`config.mk`:
```
export PLATFORM = sky130hd
export DESIGN_NAME = adc_status_regs
export DESIGN_NICKNAME = d
export VERILOG_FILES = /design/src/rtl/adc_flag_pkg.sv /design/src/rtl/adc_evt_decode.sv /design/src/rtl/adc_enable_mask.sv /design/src/rtl/adc_result_bank.sv /design/src/rtl/adc_flag_merge.sv /design/src/rtl/adc_status_regs.sv
export SDC_FILE = /design/constraint.sdc
export NUM_CORES = 1
export LEC_CHECK = 0
export ABC_AREA = 0
export ABC_CLOCK_PERIOD_IN_PS = 2400
export BUFFER_PORTS_ARGS = -buffer_cell sky130_fd_sc_hd__buf_4
export CORE_ASPECT_RATIO = 0.6
export CORE_UTILIZATION = 45
export CTS_BUF_LIST = sky130_fd_sc_hd__clkbuf_4 sky130_fd_sc_hd__clkbuf_8 sky130_fd_sc_hd__clkbuf_16
export CTS_CLUSTER_SIZE = 8
export DETAILED_ROUTE_END_ITERATION = 6
export PLACE_DENSITY_LB_ADDON = 0.08
export SYNTH_ARGS = -nofsm -noshare
export SYNTH_HDL_FRONTEND = slang
export SYNTH_SLANG_ARGS = --single-unit
```
`constraint.sdc`:
```
create_clock -name clk -period 2.4 [get_ports clk]
set_clock_uncertainty 0.15 [all_clocks]
set_input_delay 0.48 -clock clk [delete_from_list [all_inputs] [get_ports clk]]
set_output_delay 0.48 -clock clk [all_outputs]
set_load 0.02 [all_outputs]
```
`src/rtl/adc_flag_pkg.sv`:
```
// Package: shared read-select encoding for the ADC status register block.
// Assumes the address map: channels 0..nch-1, last result nch,
// status nch+1, enable mask nch+2, anything else unmapped.
package adc_flag_pkg;

    typedef enum logic [2:0] {
        SEL_NONE = 3'd0,
        SEL_CHAN = 3'd1,
        SEL_LAST = 3'd2,
        SEL_STAT = 3'd3,
        SEL_MASK = 3'd4
    } rd_sel_e;

    // Map a read address to the register group it selects.
    function automatic rd_sel_e classify(input logic [31:0] addr, input int nch);
        rd_sel_e s;
        if (addr < 32'(nch))            s = SEL_CHAN;
        else if (addr == 32'(nch))      s = SEL_LAST;
        else if (addr == 32'(nch + 1))  s = SEL_STAT;
        else if (addr == 32'(nch + 2))  s = SEL_MASK;
        else                            s = SEL_NONE;
        return s;
    endfunction

endpackage

```
`src/rtl/adc_evt_decode.sv`:
```
// Module: adc_evt_decode
// Turns the raw event and read inputs into one-hot strobes for this cycle.
// Assumes en_mask is the registered mask from before any same-cycle write.
module adc_evt_decode
    import adc_flag_pkg::*;
#(
    parameter int NCH = 8,
    parameter int CW  = 3,
    parameter int AW  = 4
) (
    input  logic           conv_done,
    input  logic [CW-1:0]  conv_chan,
    input  logic [NCH-1:0] en_mask,
    input  logic           rd_en,
    input  logic [AW-1:0]  rd_addr,
    output logic [NCH-1:0] acc_vec,
    output logic [NCH-1:0] rd_chan_vec,
    output logic           rd_last,
    output logic           rd_stat,
    output rd_sel_e        rd_sel
);

    // Classify the read address once for both the mux and the side effects.
    always_comb rd_sel = classify(32'(rd_addr), NCH);

    // Global read strobes that carry clear side effects.
    always_comb begin
        rd_last = rd_en && (rd_sel == SEL_LAST);
        rd_stat = rd_en && (rd_sel == SEL_STAT);
    end

    for (genvar i = 0; i < NCH; i++) begin : g_ch
        // Accepted event on channel i, gated by the pre-update enable.
        always_comb acc_vec[i] = conv_done && (conv_chan == CW'(i)) && en_mask[i];
        // Read of channel i result register.
        always_comb rd_chan_vec[i] = rd_en && (rd_sel == SEL_CHAN) && (rd_addr == AW'(i));
    end

endmodule

```
`src/rtl/adc_enable_mask.sv`:
```
// Module: adc_enable_mask
// Holds the per-channel enable bits; a disable beats an enable on one bit.
// Assumes set and clear vectors are single-cycle pulses.
module adc_enable_mask #(
    parameter int NCH = 8
) (
    input  logic           clk,
    input  logic           rst_n,
    input  logic [NCH-1:0] en_set,
    input  logic [NCH-1:0] en_clr,
    output logic [NCH-1:0] en_mask
);

    // Apply set then clear so that clear has priority.
    always_ff @(posedge clk) begin
        if (!rst_n) en_mask <= '0;
        else        en_mask <= (en_mask | en_set) & ~en_clr;
    end

endmodule

```
`src/rtl/adc_result_bank.sv`:
```
// Module: adc_result_bank
// Stores accepted results per channel and in the shared last-result register.
// Assumes acc_vec is one-hot or zero.
module adc_result_bank #(
    parameter int NCH   = 8,
    parameter int RES_W = 10
) (
    input  logic             clk,
    input  logic             rst_n,
    input  logic [NCH-1:0]   acc_vec,
    input  logic [RES_W-1:0] conv_data,
    output logic [RES_W-1:0] chan_res [NCH],
    output logic [RES_W-1:0] last_res
);

    for (genvar i = 0; i < NCH; i++) begin : g_res
        // Capture the result for channel i on its accepted event.
        always_ff @(posedge clk) begin
            if (!rst_n)          chan_res[i] <= '0;
            else if (acc_vec[i]) chan_res[i] <= conv_data;
        end
    end

    // Capture every accepted result in the shared register.
    always_ff @(posedge clk) begin
        if (!rst_n)        last_res <= '0;
        else if (|acc_vec) last_res <= conv_data;
    end

endmodule

```
`src/rtl/adc_flag_merge.sv`:
```
// Module: adc_flag_merge
// Merges same-cycle sets and clears of all status flags; a set always wins.
// Assumes strobes come from adc_evt_decode for the current cycle.
module adc_flag_merge #(
    parameter int NCH = 8
) (
    input  logic           clk,
    input  logic           rst_n,
    input  logic [NCH-1:0] acc_vec,
    input  logic [NCH-1:0] rd_chan_vec,
    input  logic           rd_last,
    input  logic           rd_stat,
    output logic [NCH-1:0] eoc,
    output logic [NCH-1:0] ovre,
    output logic           drdy,
    output logic           govre
);

    logic any_acc;
    logic govre_new;

    // Any accepted event this cycle, and whether it overruns data-ready.
    always_comb begin
        any_acc   = |acc_vec;
        govre_new = any_acc && drdy;
    end

    for (genvar i = 0; i < NCH; i++) begin : g_flag
        logic ovre_new;
        // Channel overrun: a new result lands while the old one is unread.
        always_comb ovre_new = acc_vec[i] && eoc[i];

        // Completion flag: set by event, cleared by own result read.
        always_ff @(posedge clk) begin
            if (!rst_n)              eoc[i] <= 1'b0;
            else if (acc_vec[i])     eoc[i] <= 1'b1;
            else if (rd_chan_vec[i]) eoc[i] <= 1'b0;
        end

        // Channel overrun flag: set by new overrun, cleared by status read.
        always_ff @(posedge clk) begin
            if (!rst_n)        ovre[i] <= 1'b0;
            else if (ovre_new) ovre[i] <= 1'b1;
            else if (rd_stat)  ovre[i] <= 1'b0;
        end
    end

    // Data-ready: set by any accepted event, cleared by last-result read.
    always_ff @(posedge clk) begin
        if (!rst_n)       drdy <= 1'b0;
        else if (any_acc) drdy <= 1'b1;
        else if (rd_last) drdy <= 1'b0;
    end

    // Global overrun: set by overrun of data-ready, cleared by status read.
    always_ff @(posedge clk) begin
        if (!rst_n)         govre <= 1'b0;
        else if (govre_new) govre <= 1'b1;
        else if (rd_stat)   govre <= 1'b0;
    end

endmodule

```
`src/rtl/adc_status_regs.sv`:
```
// Module: adc_status_regs (top)
// Result and status register bank of a multi-channel ADC with a
// combinational read port whose side effects land at the next edge.
// Assumes RES_W and NCH both fit in the 2*NCH+2 bit read word.
module adc_status_regs
    import adc_flag_pkg::*;
#(
    parameter int NCH   = 8,
    parameter int RES_W = 10
) (
    input  logic                      clk,
    input  logic                      rst_n,
    input  logic                      conv_done,
    input  logic [$clog2(NCH)-1:0]    conv_chan,
    input  logic [RES_W-1:0]          conv_data,
    input  logic [NCH-1:0]            en_set,
    input  logic [NCH-1:0]            en_clr,
    input  logic                      rd_en,
    input  logic [$clog2(NCH+3)-1:0]  rd_addr,
    output logic [2*NCH+1:0]          rd_data
);

    localparam int CW = $clog2(NCH);
    localparam int AW = $clog2(NCH + 3);
    localparam int DW = 2 * NCH + 2;

    logic [NCH-1:0]   en_mask;
    logic [NCH-1:0]   acc_vec;
    logic [NCH-1:0]   rd_chan_vec;
    logic             rd_last;
    logic             rd_stat;
    rd_sel_e          rd_sel;
    logic [RES_W-1:0] chan_res [NCH];
    logic [RES_W-1:0] last_res;
    logic [NCH-1:0]   eoc;
    logic [NCH-1:0]   ovre;
    logic             drdy;
    logic             govre;
    logic [CW-1:0]    rd_chan;

    adc_enable_mask #(.NCH(NCH)) u_mask (
        .clk     (clk),
        .rst_n   (rst_n),
        .en_set  (en_set),
        .en_clr  (en_clr),
        .en_mask (en_mask)
    );

    adc_evt_decode #(.NCH(NCH), .CW(CW), .AW(AW)) u_dec (
        .conv_done   (conv_done),
        .conv_chan   (conv_chan),
        .en_mask     (en_mask),
        .rd_en       (rd_en),
        .rd_addr     (rd_addr),
        .acc_vec     (acc_vec),
        .rd_chan_vec (rd_chan_vec),
        .rd_last     (rd_last),
        .rd_stat     (rd_stat),
        .rd_sel      (rd_sel)
    );

    adc_result_bank #(.NCH(NCH), .RES_W(RES_W)) u_bank (
        .clk       (clk),
        .rst_n     (rst_n),
        .acc_vec   (acc_vec),
        .conv_data (conv_data),
        .chan_res  (chan_res),
        .last_res  (last_res)
    );

    adc_flag_merge #(.NCH(NCH)) u_flags (
        .clk         (clk),
        .rst_n       (rst_n),
        .acc_vec     (acc_vec),
        .rd_chan_vec (rd_chan_vec),
        .rd_last     (rd_last),
        .rd_stat     (rd_stat),
        .eoc         (eoc),
        .ovre        (ovre),
        .drdy        (drdy),
        .govre       (govre)
    );

    // Channel index taken from the low address bits.
    always_comb rd_chan = rd_addr[CW-1:0];

    // Read mux over the pre-update register state.
    always_comb begin
        case (rd_sel)
            SEL_CHAN: rd_data = DW'(chan_res[rd_chan]);
            SEL_LAST: rd_data = DW'(last_res);
            SEL_STAT: rd_data = {govre, drdy, ovre, eoc};
            SEL_MASK: rd_data = DW'(en_mask);
            default:  rd_data = '0;
        endcase
    end

endmodule

```
# Word level (Yosys, flattened, before mapping)
# Cells that the tools add are included.
# Widths: inputs -> output; s select.
[totals] reg_bits=116 word_cells=148
[classes] n_lt_le_gt_ge=2 n_eq_ne=21 n_mux=36 n_bitwise=4 n_reduce_logical=57
[ops] operator="$pmux 18 s4" count=1
[ops] operator="$logic_and 1x1->1" count=36
[ops] operator="$reduce_bool 2->1" count=18
[ops] operator="$bmux 10 s3" count=1
[ops] operator="$mux 1" count=28
[ops] operator="$mux 10" count=2
[ops] operator="$eq 4x3->1 const B" count=4
[ops] operator="$eq 3x3->1 const B" count=5
[ops] operator="$eq 3x2->1 const B" count=4
[ops] operator="$eq 4x4->1 const B" count=3
[ops] operator="$mux 3" count=4
[ops] operator="$and 8x8->8" count=1
[ops] operator="$eq 4x2->1 const B" count=2
[ops] operator="$not 8->8" count=1
[ops] operator="$or 8x8->8" count=1
[ops] operator="$reduce_or 8->1" count=1
[ops] operator="$eq 3x1->1 const B" count=2
[ops] operator="$eq 4x1->1 const B" count=1
[ops] operator="$ge 4x4->1 const B" count=1
[ops] operator="$logic_not 4->1" count=1
[ops] operator="$lt 4x4->1 const B" count=1
[ops] operator="$not 3->4" count=1
[ops] operator="$logic_not 3->1" count=1

# Longest topological paths before layout
# Gate-level depths: netlist of the first run.
[logic_depth] depth_word=10 ltp_mapped=6 ltp_nobuf=4

# Cells and area by module
# Synthesis of the first run repeated with hierarchy kept, for this count alone.
[hier_totals] hier_cells=538 hier_area_um2=5615.4
[by_module_without_submodules] mod="adc_result_bank" instances=1 cells_each=312 area_per_inst_um2=3439.5 seq_area_each_um2=1801.7
[by_module_without_submodules] mod="adc_status_regs" instances=1 cells_each=109 area_per_inst_um2=1034.7 seq_area_each_um2=0.0
[by_module_without_submodules] mod="adc_flag_merge" instances=1 cells_each=60 area_per_inst_um2=653.1 seq_area_each_um2=360.3
[by_module_without_submodules] mod="adc_enable_mask" instances=1 cells_each=24 area_per_inst_um2=290.3 seq_area_each_um2=160.2
[by_module_without_submodules] mod="adc_evt_decode" instances=1 cells_each=33 area_per_inst_um2=197.7 seq_area_each_um2=0.0

# Worst setup path after synthesis of the first run
# Ideal clock, no wire load.
[synth_path] path_type="input port to output port" start="input port rd_addr[1]" end="output port rd_data[1]" arrival_ps=1811 required_ps=1770 path_slack_ps=-41 cell_stages=5 path_cell_list="buf_2 -> clkbuf_1 -> mux4_2 -> mux2i_1 -> o21ai_0"
[synth_via] elab_chain_len=7 elab_cells_between_ends=17 classes_between="order compare (1); eq/ne (7); mux (8); bitwise (1)"
[synth_rtl] item="start: declaration" line_no="adc_status_regs.sv:19" source="input logic [$clog2(NCH+3)-1:0] rd_addr,"
[synth_rtl] item="$eq 4x4->1" line_no="adc_flag_pkg.sv:20" source="else if (addr == 32'(nch + 2)) s = SEL_MASK;"
[synth_rtl] item="$mux 3" line_no="adc_flag_pkg.sv:20"
[synth_rtl] item="$mux 3" line_no="adc_flag_pkg.sv:19" source="else if (addr == 32'(nch + 1)) s = SEL_STAT;"
[synth_rtl] item="$mux 3" line_no="adc_flag_pkg.sv:18" source="else if (addr == 32'(nch)) s = SEL_LAST;"
[synth_rtl] item="$mux 3" line_no="adc_flag_pkg.sv:17" source="if (addr < 32'(nch)) s = SEL_CHAN;"
[synth_rtl] item="$eq 3x3->1 (tied with other cells)" line_no="adc_status_regs.sv:89" source="case (rd_sel)"
[synth_rtl] item="$pmux 18 s4 *" line_no="adc_status_regs.sv:89"
[synth_rtl] item="end: declaration" line_no="adc_status_regs.sv:20" source="output logic [2*NCH+1:0] rd_data"
# Every way passes the cells marked *; elsewhere a longest branch is shown, timed or not. The select of a mux whose other input is x is not followed.

# Worst setup path in the final report of the first run
[layout_path] start="register u_bank.chan_res[9] (netlist bit)" end="output port rd_data[9]"
[layout_via] elab_chain_len=4
[layout_rtl] item="start: declaration" line_no="adc_result_bank.sv:12" source="output logic [RES_W-1:0] chan_res [NCH],"
[layout_rtl] item="start signal: indexed assignment" line_no="adc_result_bank.sv:20" source="else if (acc_vec[i]) chan_res[i] <= conv_data;"
[layout_rtl] item="$bmux 10 s3" line_no="adc_status_regs.sv:90" source="SEL_CHAN: rd_data = DW'(chan_res[rd_chan]);"
[layout_rtl] item="$mux 10 (not written as such) (2 in a row)" line_no="adc_status_regs.sv:90"
[layout_rtl] item="$pmux 18 s4" line_no="adc_status_regs.sv:89"
# Every way passes these cells. The select of a mux whose other input is x is not followed.

==> results, run 1 <==
- The run finished with clean final reports.
- In the post-synthesis netlist, the biggest area contributors are dfxtp_1, mux2i_1, mux4_2, nor2b_1, a21boi_0.
- The number of port buffers is 54.
- The pre-antenna-repair detailed-routing pass consisted of 5 iterations.
- The setup-violating endpoint count in the final report is 0.
- The count of warnings emitted by yosys is 0.
- The most common cell in the synthesized netlist is dfxtp_1.
- The setup check on the worst reg-to-reg path leaves a slack of 0.46 ns.
- CTS saw between 100 and 150 sinks.
- The fraction of the core area covered by cells at the end of the flow is about three fifths.
- The routed layout has 4242 vias.
- The number of DRC markers after the initial detailed-route iteration is ~430.
- The nature of the critical path endpoint is a primary output.
- The cell at the slowest stage of the critical path is mux4_2.
- The clock edge transition at the registers on the reported setup and hold paths is 0.05 ns.
- The worst IR drop on VDD is 0.0005244 V.
- The number of standard-cell rows in the floorplan is 30.
- Routability-driven placement finished with a final weighted congestion of around 0.85.
- The portion of the clock cycle consumed by the worst path in the final layout is between 90% and 100%.
- In this run, synthesis inferred 0 flip-flops with an integrated enable.
- The number of buffers inserted during clock tree synthesis is 17.
- The final-report max-slew violation count is 0.
- Dividing the detail-routed via count by the number of cells gives 5.589.
- The biggest area contributor in the post-synthesis netlist is dfxtp_1.
- For the pin with the worst max-slew slack, the measured transition is between 0.4 and 0.5 ns.
- The average cell area after synthesis is between 10 and 15 um2.
- The type of the worst min-delay path is in -> reg.
- The number of antenna violations at the first check in global routing is 0.
- The critical path data arrival time is approximately 1.8 ns.
- The number of H-tree levels is 4.
- The number of global-route vias before repair is between 4000 and 5000.
- Synthesis instantiated 39 different standard cells from the library.
- The peak clock frequency supported by timing is ~0.42 GHz.
- Counting every net in the synthesized netlist gives 560.
- The worst register-to-register path begins at u_mask.en_mask[7].
- The count of antenna diodes in the layout is 0.
- The first-pass GRT wire length is about 24000 um.
- The kind of start point of the critical path is a flop.
- The endpoint identified for the worst register-to-register timing path is u_bank.chan_res[5].
- The family with the most delay on the worst path is multiplexers.
- The tree is rooted in a clkbuf_16.
- The max-capacitance violation count is 0.
- The leakage dissipation is just under 3 nW.
- In this run the deepest clock path goes through 2 buffers.
- The path with the worst hold slack has its endpoint at u_mask.en_mask[4].
- The vertical extent of the die is 86.48 um.
- The initial standard-cell utilization of the core is between 40 and 50%.
- In this run the worst path has a maximum fanout of 2.
- The portion of synthesized cell area occupied by the leading cell type is 43.38%.
- The maximum number of pins on one net before global-route repair is 57.
- The die is roughly 140 um wide.
- The synthesis-to-finish area growth is 27.35%.
- At the later pin of the worst-skew pair, clock insertion delay measures between 0.4 and 0.5 ns.
- The final layout contains routed wiring with a total length of 15510 um.
- The worst setup path is of the reg -> out kind.
- Walking the worst path, the cells encountered are mux4_2 -> mux2i_2 -> o21ai_0 -> buf_4.
- The power density of the placed cells is slightly above 700 nW/um2.
- TritonCTS built the clock tree.
- The worst hold slack after final layout is 0.07018 ns.
- In this run the tightest slew margin relative to its limit is just under 70%.
- The remaining number of nets flagged by the antenna check after routing is 0.
- The core box area is ~11000 um2.
- Once detailed placement completed, the half-perimeter wirelength came to around 10000 um.
- After detailed routing, the average wire length per cell comes to approximately 20 um.
- The floorplan step defined a die boundary enclosing around 12000 um2.
- The number of nets in the final layout is 624.
- In the global route stage, overall resource usage came out at 27.35%.
- The async set-or-reset flop fraction in the synthesized netlist is 0%.
- The combined area of all synthesized cells is around 5400 um2.
- The number of cells on the worst reg-to-reg path is 5.
- Together, buffers and inverters on the worst path number 1.
- The sequential fraction of the synthesis area is 43.38%.
- The post-route netlist has between 20% and 30% of its cells at a drive strength greater than 1.
- The shortest period the worst path allows is ~2.4 ns.
- The longest individual stage delay on the worst path is between 0.4 and 0.5 ns.
- The cell depth of the worst min-delay path is 2.
- The launch instance of the worst min-delay path is en_clr[4].
- The number of hold-slack violations in the final timing report is 0.
- The commonest cells after synthesis are dfxtp_1, mux2i_1, nor2b_1.
- Setup repair after global routing could not meet its margin everywhere.
- The cell count after synthesis came out at around 520.
- After detailed routing, the number of remaining DRC violations is 0.
- between 50 and 60 I/O pins were placed.
- For this run, the leading register cell type out of synthesis is dfxtp_1.
- The total congestion overflow after global routing is 0.
- The post-synthesis register bit count is about 120.
- STA puts the critical path data required time at ~1.8 ns.
-- where the power goes --
part	switching (mW)	internal [mW]	leakage, nW	total [mW]
logic	0.168	0.158	1.69	0.326
clock network	0.873	1.78	0.307	2.66
registers	0.0185	1.95	0.937	1.97
-- stage by stage --
| step | TNS (ns) | power (mW) | setup WS (ns) | std cells | cell area (um2) |
|---|---|---|---|---|---|
| 2_1_floorplan | 0 | 2.175 | 0.006243 | 523 | 5353 |
| 3_5_place_dp | -1.948 | 2.308 | -0.2568 | 723 | 6073 |
| 4_1_cts | 0 | 4.971 | 0.005286 | 755 | 6759 |
| 5_1_grt | -0.1517 | 5.102 | -0.04552 | 759 | 6817 |
| 3_3_place_gp | -1.708 | 2.305 | -0.2233 | 723 | 6073 |
| 6_report | 0 | 4.950 | 0.004488 | 759 | 6817 |
-- registers in the layout, indices dropped and copies added (netlist names) --
register,flops
u_flags.ovre,8
u_flags.drdy,1
u_flags.eoc,8
u_bank.last_res,10
u_flags.govre,1
u_bank.chan_res,80
u_mask.en_mask,8
-- cell usage in the layout, fill, tap and decap left out, drive strengths merged --
| master | synthesis | routed |
|---|---|---|
| buf | 15 | 95 |
| o21ai | 35 | 35 |
| and2 | 9 | 9 |
| nand3b | 1 | 1 |
| clkbuf | 35 | 21 |
| clkinv | 0 | 5 |
| bufinv | 0 | 4 |
| or2 | 2 | 2 |
| a32oi | 4 | 4 |
| nor3b | 9 | 9 |
| a22oi | 8 | 8 |
| nor2b | 68 | 68 |
| clkinvlp | 0 | 1 |
| a21boi | 27 | 27 |
| nor4bb | 1 | 1 |
| o31ai | 2 | 2 |
| nor2 | 12 | 12 |
| nand2b | 3 | 3 |
| and3b | 2 | 2 |
| nor4b | 1 | 1 |
| mux2i | 80 | 80 |
| or3b | 3 | 3 |
| dfxtp | 116 | 116 |
| a21oi | 2 | 2 |
| mux4 | 20 | 20 |
| o21a | 4 | 4 |
| and4bb | 3 | 3 |
| a222oi | 8 | 8 |
| nand2 | 50 | 50 |
| nand3 | 3 | 3 |
-- layer usage --
metal,track usage (%),vias up,share of wire (%),routed length [um]
li1,-,1982,-,-
met1,37.72,2087,47,7353
met2,40.95,148,43,6709
met3,8.619,25,7.8,1214
met4,8.309,0,1.5,229
met5,0,-,0,0
-- area by class of cell --
type | count | area, um2
clock inverter | 10 | 156.4
timing repair buffer | 95 | 818.3
tap | 160 | 200.2
clock buffer | 21 | 461.7
sequential | 116 | 2325
fill | 986 | 4632
multi-input combinational | 357 | 2855
-- cell families after synthesis --
family                 share of synthesized area (%)
and+or+nand+nor                                17.74
muxes                                          23.38
buffers and inverters                          4.067
DFF                                            43.38
AOI/OAI and AO/OA                              11.43
-- how the worst max path moves through the flow --
stage                                   from          to  depth (start not counted)
final                     u_bank.chan_res[9]  rd_data[9]                          4
after global placement            rd_addr[0]  rd_data[2]                          6
after detailed placement          rd_addr[0]  rd_data[2]                          6
after floorplan                   rd_addr[2]  rd_data[9]                          4
after global routing      u_bank.chan_res[6]  rd_data[6]                          5
after CTS                 u_bank.chan_res[6]  rd_data[6]                          5
-- worst reg2reg max path, stage by stage, from the launching register on --
cell	delay [ns]
dfxtp_1	0.39
nand3_1	0.33
nor2_1	0.49
buf_4	0.27
nand2_1	0.07
a21boi_0	0.16
-- what timing repair did --
action	4_1_cts	5_1_grt
pin swaps	1	2
endpoints found under the hold margin	0	0
gates cloned	1	0
resized for setup	8	8
hold buffers	0	0
endpoints found under the setup margin	18	10
setup buffers	0	4
No activity file was read; power rests on OpenSTA's default activity.
==> run 2: changes to the inputs <==
- ABC_AREA: 0 -> 1
- CORE_MARGIN: not set -> 2
- SYNTH_HIERARCHICAL: not set -> 1
==> run 2 against run 1 <==
Against the previous run: area after synthesis is 6.4% higher; power grew 4.6%; register-to-register slack improved by 0.08 ns; core utilization fell by 0.88 points; critical endpoint is now rd_data[8]; largest cell class unchanged; hold slack improved by 0.070 ns; critical path type is now in -> out; via count rose by 39%; clock power grew 2%; worst setup slack improved by 0.062 ns.
==> results, run 2 <==
- After synthesis the netlist holds a flip-flop and latch count of around 120.
- For the pin with the worst max-slew slack, the measured transition is approximately 0.44 ns.
- In the global route stage, met1 resource usage came out at between 40% and 50%.
- After clock tree synthesis, the clock-pin slew on the worst setup and hold paths is around 0.05 ns.
- No sink is reached through more buffers than the 2 on the longest clock path.
- The area share of xor/xnor cells in the synthesized design is 0%.
- The category of the most critical setup path is in -> out.
- From bottom edge to top edge, the die measures a little over 90 um.
- The run finished with clean final reports.
- Port buffering added 54 buffers.
- In the layout the commonest cells are nor2_1, nand2_1, dfxtp_1, inv_1, buf_4.
- After detailed routing, the average wire length per cell comes to between 15 and 20 um.
- The number of buffers inserted during clock tree synthesis is 17.
- The peak clock frequency supported by timing is around 0.43 GHz.
- Clock tree synthesis selected as its root buffer the cell clkbuf_16.
- The post-route setup TNS is 0 ns.
- Compared with the post-synthesis result, the final layout area differs by 25.89%.
- The synthesized netlist devotes 9.055% of its cell area to compound gates.
- The setup-violating endpoint count in the final report is 0.
- After the last flow step, the layout net total stands at just over 1000.
- The detailed placement HPWL is 13150 um.
- The register with the most flip-flops in the layout has 80 of them.
- The via count is just under 6000.
- The overall track demand over capacity in global routing is 28.57%.
- The die area is between 10000 and 15000 um2.
- Headroom to the max-slew limit came out at 70.85%.
- In this run the cell area of the synthesized design comes to roughly 5700 um2.
- The library cell used most frequently in the layout, excluding fill and tap cells, is nor2_1.
- After clock tree synthesis, the flow added hold-fix buffers numbering 0.
- The most area-hungry cell type in the Yosys netlist is dfxtp_1.
- The post-synthesis share of cell area spent on and, or, nand and nor gates is between 30 and 40%.
- The shortest period the worst path allows is between 2 and 2.5 ns.
- For this block, the initial DRC count from the detailed router was 543.
- In the synthesized netlist, the number of instances is 908.
- The total routed wirelength is roughly 19000 um.
- Power spread over the standard cell area amounts to 722.1 nW/um2.
- The horizontal die dimension is between 100 and 150 um.
- The worst path uses between 90% and 100% of the clock period.
- Entering global routing, the biggest net connects 45 pins.
- After synthesis, the mean cell area works out to about 6.3 um2.
- The total congestion overflow after global routing is 0.
- The type of the worst min-delay path is in -> reg.
- The first global-routing pass estimated 29610 um of wire.
- In the final layout, the registers with the most flip-flops are u_bank/chan_res x80, u_bank/last_res x10.
- The most numerous cell in the Yosys netlist is nor2_1.
- Before antenna repair, the detailed router went through 5 iterations.
- In this run the most used layer during global routing was met1.
- The worst setup path is captured at a primary output.
- The remaining number of nets flagged by the antenna check after routing is 0.
- The final-report max-slew violation count was 0.
- The synthesized netlist devotes 0% of its cell area to adder and majority cells.
- STA puts the critical path data required time at 1.77 ns.
- The number of hold-slack violations in the final timing report is 0.
- Setup repair after global routing could not meet its margin everywhere.
- The met2 routing resource usage after global routing is 41.21%.
- For this run, the number of Yosys warnings is 6.
- The synthesized design devotes to its leading area cell type 40.79% of total area.
- The sequential fraction of the synthesis area is about two fifths.
- The worst setup path is launched from a primary input.
- The core box area is approximately 12000 um2.
- 0 antenna diodes ended up in the layout.
- After synthesis, the share of flip-flops with an asynchronous set or reset is 0%.
- The number of antenna violations at the first check in global routing is 0.
- The routability congestion estimate is 0.9398.
- The highest net fanout along the worst path is 10.
- Multiplexer cells account for 0% of the synthesized area.
- The residual DRC count is 0.
- Across the VDD grid, the largest voltage drop is 0.0004493 V.
- The initial standard-cell utilization of the core is 46.59%.
- The max-capacitance violation count is 0.
- The critical path data arrival time is between 1.5 and 2 ns.
- CTS built an H-tree with a depth of 4.
- The dominant combinational cell family by area after synthesis is simple AND/OR/NAND/NOR gates.
- The post-route netlist has between 10% and 20% of its cells at a drive strength greater than 1.
- By count the netlist is led by nor2_1, nand2_1, dfxtp_1.
- The clock tree from TritonCTS is built.
- For this design the top-level I/O count stands at 55.
- Among all flip-flop cells after synthesis, the most frequent one is dfxtp_1.
- The filler cells instantiated in the layout total approximately 1200.
- The number of global-route vias before repair is between 5000 and 6000.
- The number of flops mapped to enable cells by yosys is 0.
- The post-synthesis net count is ~950.
- For the worst-skew pair, the clock arrives at the later sink with an insertion delay of around 0.4 ns.
- The register with the most flip-flops in the final layout is u_bank/chan_res.
- The number of different library cells in the post-synthesis netlist is 24.
- The detailed-route vias per instance is about 5.
- Clock tree synthesis found a total of ~120 sinks.
- The floorplan has 31 rows.
- For met3 alone, demand over resource in global routing was around 5.4%.
- Sorting the synthesized cells by area gives the leading types as dfxtp_1, nor2_1, nand2_1, inv_1, nand3_1.
- Total power for the finished layout comes to between 5 and 6 mW.
- The leakage dissipation is 3.321 nW.
## run 2: cell count changes in the layout (fill, tap and decap cells not counted), sizes merged, moves of 19 or more
cell	delta
nor2	+236
nand2	+126
inv	+117
mux2i	-80
nand3	+75
nor2b	-68
o21ai	+47
a21boi	-27
mux4	-20
a21oi	+19
## run 2: repair_timing
action / in CTS / in global routing
endpoints found under the setup margin: 10 / 11
pin swaps: 2 / 6
cloned: 0 / 0
resized for setup: 2 / 38
buffers inserted: 4 / 1
## run 2: path summary, 6_finish.rpt
path	startpoint	slack, ns	endpoint	depth (start not counted)
max	rd_addr[0]	0.07	rd_data[8]	10
min	en_clr[7]	0.14	u_mask/en_mask[7]	4
max reg2reg	u_mask/en_mask[5]	0.54	u_bank/chan_res[20]	6
min reg2reg	u_flags/ovre[4]	0.32	u_flags/ovre[4]	2
## run 2: worst max-delay path, stage by stage
cell	delay [ns]
buf_4	0.12
buf_4	0.16
inv_2	0.11
buf_4	0.20
nand2_1	0.06
nand3_1	0.07
nand3_1	0.15
nand3_1	0.13
nand2_1	0.07
buf_4	0.16
## run 2: layout make-up
| class | instances | area, um2 | share of cell area [%] |
|---|---|---|---|
| Clock buffer | 22 | 475.5 | 6.634 |
| Tap cell | 165 | 206.4 | 2.881 |
| Multi-Input combinational cell | 621 | 2728 | 38.06 |
| Timing Repair Buffer | 94 | 804.5 | 11.23 |
| Inverter | 123 | 476.7 | 6.652 |
| Clock inverter | 10 | 153.9 | 2.147 |
| Sequential cell | 116 | 2322 | 32.40 |
## run 2: metrics by stage
step           cell area [um2]  utilization [%]  hold slack (ns)  std cells  setup slack [ns]
6_report                  7167            58.66           0.1404       1151           0.06689
5_1_grt                   7167            58.66           0.1416       1151          -0.03036
4_1_cts                   7014            57.41           0.1258       1150         0.0007420
3_5_place_dp              6349            51.96           0.3111       1114          -0.04638
3_3_place_gp              6349            51.96           0.3008       1114           0.05362
2_1_floorplan             5693                -           0.2884        908            0.2659
## run 2: kinds of logic (layout without fill, tap and decap cells)
kind of cell,after synthesis,count (layout)
AO/OA/AOI/OAI,103,103
buffers and inverters,171,249
flip-flops,116,116
AND/OR/NAND/NOR,518,518
## run 2: per-layer routing
layer	part of all wire, %	vias to the layer above
met3	7.6	21
met4	1.6	0
li1	-	2913
met5	0	-
met2	43	234
met1	48	2731
## run 2: report_power, final
part           internal (mW)  switching (mW)
Clock                   1.82           0.903
Combinational          0.180           0.294
Sequential              1.96          0.0225
